==> config.mk <==
export PLATFORM = sky130hd
export DESIGN_NAME = sq_sweep
export DESIGN_NICKNAME = d
export VERILOG_FILES = /design/src/rtl/sweep_pkg.sv /design/src/rtl/sweep_rate_div.sv /design/src/rtl/sweep_target_calc.sv /design/src/rtl/sq_sweep.sv
export SDC_FILE = /design/constraint.sdc
export NUM_CORES = 1
export LEC_CHECK = 0
export BUFFER_PORTS_ARGS = -buffer_cell sky130_fd_sc_hd__clkbuf_2
export CAP_MARGIN = 25
export CORE_MARGIN = 1
export CORE_UTILIZATION = 44
export CTS_CLUSTER_DIAMETER = 200
export CTS_CLUSTER_SIZE = 28
export DETAILED_ROUTE_END_ITERATION = 10
export GPL_ROUTABILITY_DRIVEN = 0
export SYNTH_ARGS = -nofsm -noshare
export SYNTH_HDL_FRONTEND = slang
export SYNTH_SLANG_ARGS = --single-unit
==> constraint.sdc <==
create_clock -name clk_i -period 7.5 [get_ports clk_i]
set_input_delay 0.75 -clock clk_i [delete_from_list [all_inputs] [get_ports clk_i]]
set_output_delay 0.75 -clock clk_i [all_outputs]
set_load 0.005 [all_outputs]
==> src/rtl/sweep_pkg.sv <==
package sweep_pkg;
  localparam int unsigned PER_W   = 11;
  localparam int unsigned RATE_W  = 3;
  localparam int unsigned SHIFT_W = 3;
  localparam int unsigned CTRL_W  = 2 + RATE_W + SHIFT_W;
  localparam int unsigned PER_HI_W = PER_W - 8;

  typedef struct packed {
    logic               en;
    logic [RATE_W-1:0]  rate;
    logic               dec;
    logic [SHIFT_W-1:0] shift;
  } sweep_ctrl_t;
endpackage

==> src/rtl/sweep_rate_div.sv <==
module sweep_rate_div
  import sweep_pkg::*;
(
  input  logic              clk_i,
  input  logic              rst_ni,
  input  logic              tick_i,
  input  logic [RATE_W-1:0] rate_i,
  output logic              fire_o
);
  logic [RATE_W-1:0] div_q;

  assign fire_o = tick_i && (div_q == '0);

  always_ff @(posedge clk_i or negedge rst_ni) begin
    if (!rst_ni) div_q <= '0;
    else if (tick_i) div_q <= (div_q == '0) ? rate_i : div_q - 1'b1;
  end
endmodule

==> src/rtl/sweep_target_calc.sv <==
module sweep_target_calc
  import sweep_pkg::*;
#(
  parameter bit SUB_TWOS = 1'b0
) (
  input  logic [PER_W-1:0]   per_i,
  input  logic [SHIFT_W-1:0] shift_i,
  input  logic               dec_i,
  output logic [PER_W-1:0]   next_o,
  output logic               carry_o
);
  logic [PER_W-1:0] delta;
  logic [PER_W:0]   sum;
  logic [PER_W-1:0] diff;

  assign delta = per_i >> shift_i;
  assign sum   = {1'b0, per_i} + {1'b0, delta};

  generate
    if (SUB_TWOS) begin : g_twos
      assign diff = per_i - delta;
    end else begin : g_ones
      assign diff = per_i + ~delta;
    end
  endgenerate

  assign carry_o = !dec_i && sum[PER_W];
  assign next_o  = dec_i ? diff : sum[PER_W-1:0];
endmodule

==> src/rtl/sq_sweep.sv <==
module sq_sweep
  import sweep_pkg::*;
#(
  parameter bit          SUB_TWOS = 1'b0,
  parameter int unsigned MIN_PER  = 8
) (
  input  logic              clk_i,
  input  logic              rst_ni,
  input  logic              half_tick_i,
  input  logic [CTRL_W-1:0] ctrl_i,
  input  logic              per_lo_we_i,
  input  logic              per_hi_we_i,
  input  logic [7:0]        per_data_i,
  input  logic              len_nz_i,
  output logic [PER_W-1:0]  period_o,
  output logic              mute_o
);
  sweep_ctrl_t      ctrl;
  logic [PER_W-1:0] per_q;
  logic [PER_W-1:0] per_next;
  logic             carry;
  logic             fire;
  logic             too_short;
  logic             do_update;

  assign ctrl = sweep_ctrl_t'(ctrl_i);

  sweep_rate_div u_div (
    .clk_i  (clk_i),
    .rst_ni (rst_ni),
    .tick_i (half_tick_i),
    .rate_i (ctrl.rate),
    .fire_o (fire)
  );

  sweep_target_calc #(.SUB_TWOS(SUB_TWOS)) u_calc (
    .per_i   (per_q),
    .shift_i (ctrl.shift),
    .dec_i   (ctrl.dec),
    .next_o  (per_next),
    .carry_o (carry)
  );

  assign too_short = per_q < PER_W'(MIN_PER);
  assign mute_o    = too_short || carry;
  assign do_update = fire && ctrl.en && (ctrl.shift != '0) && len_nz_i && !mute_o;

  // software writes win over a coincident sweep update
  always_ff @(posedge clk_i or negedge rst_ni) begin
    if (!rst_ni) begin
      per_q <= '0;
    end else if (per_lo_we_i || per_hi_we_i) begin
      if (per_lo_we_i) per_q[7:0]     <= per_data_i;
      if (per_hi_we_i) per_q[PER_W-1:8] <= per_data_i[PER_HI_W-1:0];
    end else if (do_update) begin
      per_q <= per_next;
    end
  end

  assign period_o = per_q;
endmodule

==> key figures <==
Min path
  • HP Class: input pin to asynchronous set/reset pin

Power and ir drop
  • Clock share of power: 12.3%
  • LEAKAGE: 0.00115 uW
  • Maximum vdd drop: between 0.15 and 0.2 mV
  • Sw Pwr: 282 uW
  • Flop pwr share: a little over a fifth
  • P per Cell Area: ~250 mW/mm^2
  • Cell Int Power: 315 uW
  • Combinational Power Share: approximately 66%
  • Power Total: 597 uW
  • Sw Share: 47.3%

Cells and area
  • P&R area growth vs syn: 10.5%
  • Commonest non-fill, non-tap cell in the layout: clkbuf_2
  • Layout cells sized above 1: approximately 19%
  • Number of fill cells: roughly 430
  • Layout Cells excl Fill: 341
  • Number of antenna repair diodes: 0
  • Layout Nets: between 300 and 400
  • Commonest non-fill, non-tap cells in the layout: clkbuf_2, ha_1, inv_1

Clocking
  • CTS clk-pin slew, worst paths: around 60 ps
  • CTS tree: done
  • Clk sink count: 14
  • Root buffer cell: clkbuf_8
  • Post-CTS Hold Fix Bufs: 0
  • Num CTS Buffers: 3
  • Post-cts gate resize count: 0
  • H-tree levels: 1
  • Clk_lat worst skew: ~240 ps
  • Post-CTS Setup Inserts: 0
  • Max clock buf depth: 2

Global route
  • Vias in the first global route: between 1500 and 2000
  • Initial antenna violation count: 0
  • Global Route Usage Sum: between 20 and 25%
  • First-pass GRT wire length: between 9 and 10 mm
  • Largest net degree at the start of global routing: 22
  • Total gr overflow: 0

Drt
  • Routed len/inst: around 16 um
  • Wirelength, routed: about 5.4 mm
  • Residual DRC: 0
  • Pre-antenna DRT Iters: 4
  • DR vias: 1932
  • Post-DRT Antenna Nets: 0
  • Initial detailed-routing violation count: 108
  • Via density: 5.67

Die
  • Starting Density: around 47%
  • Chip width: between 70 and 80 um
  • Die Y: between 70 and 80 um
  • Cell row count: 24
  • Core area: around 0.0045 mm^2
  • Die area: between 0.005 and 0.006 mm^2
  • # IOs: 34

Synth
  • Yosys top cell by area: dfrtp_1
  • Synth async-reset ratio: 100%
  • Syn. warnings: 0
  • Main flop type after synthesis: dfrtp_1
  • Post-synth EDFFs: 0
  • Post-synth top area share: between 10% and 20%
  • Synthesized netlist net count: approximately 310
  • Most area-consuming cells after synthesis: dfrtp_1, ha_1, mux2i_1
  • #FFs+latches synth: 14
  • Mean Syn Cell Area: slightly above 8 um^2
  • Mapped cell area: 0.00213 mm^2
  • Mapped Cells: ~260
  • Seq/Total Area, Yosys: between 10% and 20%
  • Distinct cells, synth: 58

Timing
  • Slew margin rel.: between 60% and 70%
  • Fin worst setup slack: about 3500 ps
  • Final Skew: between 2 and 3 ps
  • Fmax: 252 MHz
  • Min Hold Slack: 399 ps
  • Setup_tns: 0 ps
  • Final period utilization: a little over half
  • Hold Vio Cnt, Final: 0
  • Final Critical Period: between 3000 and 4000 ps
  • Final setup fails: 0
  • Slew at the pin with the worst max-slew slack: 512 ps
  • Max Transition Viols Final: 0
  • RSZ-0062 raised after global routing: no

Placement
  • Placed Cells: 337
  • PortBufs: 33
  • Dpl ws: roughly 3600 ps
  • DP HPWL: 4.29 mm

Critical path
  • Buffers & Inverters on Critical Path: 2
  • Slowest Stage Delay on Critical Path: 540 ps
  • Setup Crit Path Kind: input pin to output pin
  • Reg-to-Reg Start: period_o[7]
  • CP top delay family: simple AND/OR/NAND/NOR gates
  • CP required: about 6800 ps
  • CP Capture Type: output pin
  • Critical Path Start Type: input pin
  • WP data arrival: around 3200 ps
  • Slowest stage cell on the critical path: or4_4
  • Critical path startpoint: ctrl_i[1]
  • Critical Path, Cell by Cell: clkbuf_2 -> mux2i_1 -> mux2_2 -> nand2_1 -> o21ai_0 -> ha_1 -> and2b_1 -> a211oi_2 -> or4_4 -> a21o_2 -> clkbuf_2
  • Top cell by count, worst path: clkbuf_2
  • Maximum fanout along the worst path: 15

Outcome
  • Status: finished clean

Flow run
  • Max_cap viols: 0
-- area by class of cell --
type | count | area, um^2 | area share [%]
timing repair buffer | 33 | 165 | 7.02
sequential | 14 | 350 | 14.9
tap | 52 | 65.1 | 2.77
inverter | 23 | 86.3 | 3.67
multi-input combinational | 215 | 1630 | 69.3
clock buffer | 4 | 55.1 | 2.34
-- flip-flops by register name, indices dropped and copies added (netlist names) --
name / flops
u_div.div_q: 3
period_o: 11
-- worst reg2reg max path: cells and delay by family (launching register included) --
family | cells | cell delay [ps]
compound gates | 3 | 510
mux | 3 | 850
simple gates | 3 | 880
flops | 1 | 530
fa+ha+maj | 1 | 420
-- synthesized netlist by cell type (3+ instances only) --
master and count:
a211oi_1 4, nor2_1 14, nand2_1 22, xnor2_1 8
clkbuf_1 8, mux2i_1 19, mux2_2 6, o21ai_0 16
ha_1 25, nor2b_1 6, nor2_2 3, xor2_1 4
nor4_1 3, dfrtp_1 14, inv_1 23, nand3_1 3
nor3_1 5, a31oi_1 4, a21o_1 3, and3_1 3
nand2b_1 8, o211ai_1 4, a21oi_1 17
-- worst paths after layout --
check | depth (start not counted) | slack, ps | to
setup / recovery | 11 | 3540 | mute_o
hold / removal | 1 | 400 | u_div.div_q[2]
setup reg to reg | 10 | 4190 | period_o[7]
hold reg to reg | 1 | 500 | u_div.div_q[2]
max in group asynchronous | 1 | 6850 | period_o[9]
min in group clk_i | 1 | 500 | u_div.div_q[2]
-- through the flow --
step / utilization, % / area (um^2)
floorplan: - / 2130
global placement: 51.0 / 2300
detailed placement: 51.0 / 2300
CTS: 52.2 / 2350
global route: 52.2 / 2350
finish: 52.2 / 2350
-- power groups by stage --
stage | Clock, uW | Combinational [uW] | Sequential [uW]
floorplan | 0 | 300 | 120
global placement | 0 | 389 | 130
detailed placement | 0 | 388 | 130
CTS | 74.9 | 392 | 129
global route | 78.0 | 441 | 132
finish | 73.4 | 394 | 130
-- cells by family after synthesis --
kind of cell / after synthesis / synth area share, %
flip-flops: 14 / 16.5
AND/OR/NAND/NOR: 76 / 18.1
multiplexers: 25 / 12.1
XOR/XNOR: 12 / 4.94
AO/OA/AOI/OAI: 75 / 24.9
adder cells (fa/ha/maj): 27 / 16.6
buffers and inverters: 35 / 6.99
-- metal layers --
metal	wire length, um	global-route usage (%)
met3	175	1.13
met5	0	0
met4	34	4.58
met2	2400	36.1
met1	2750	33.2
Power figures use the tool's default switching activity.
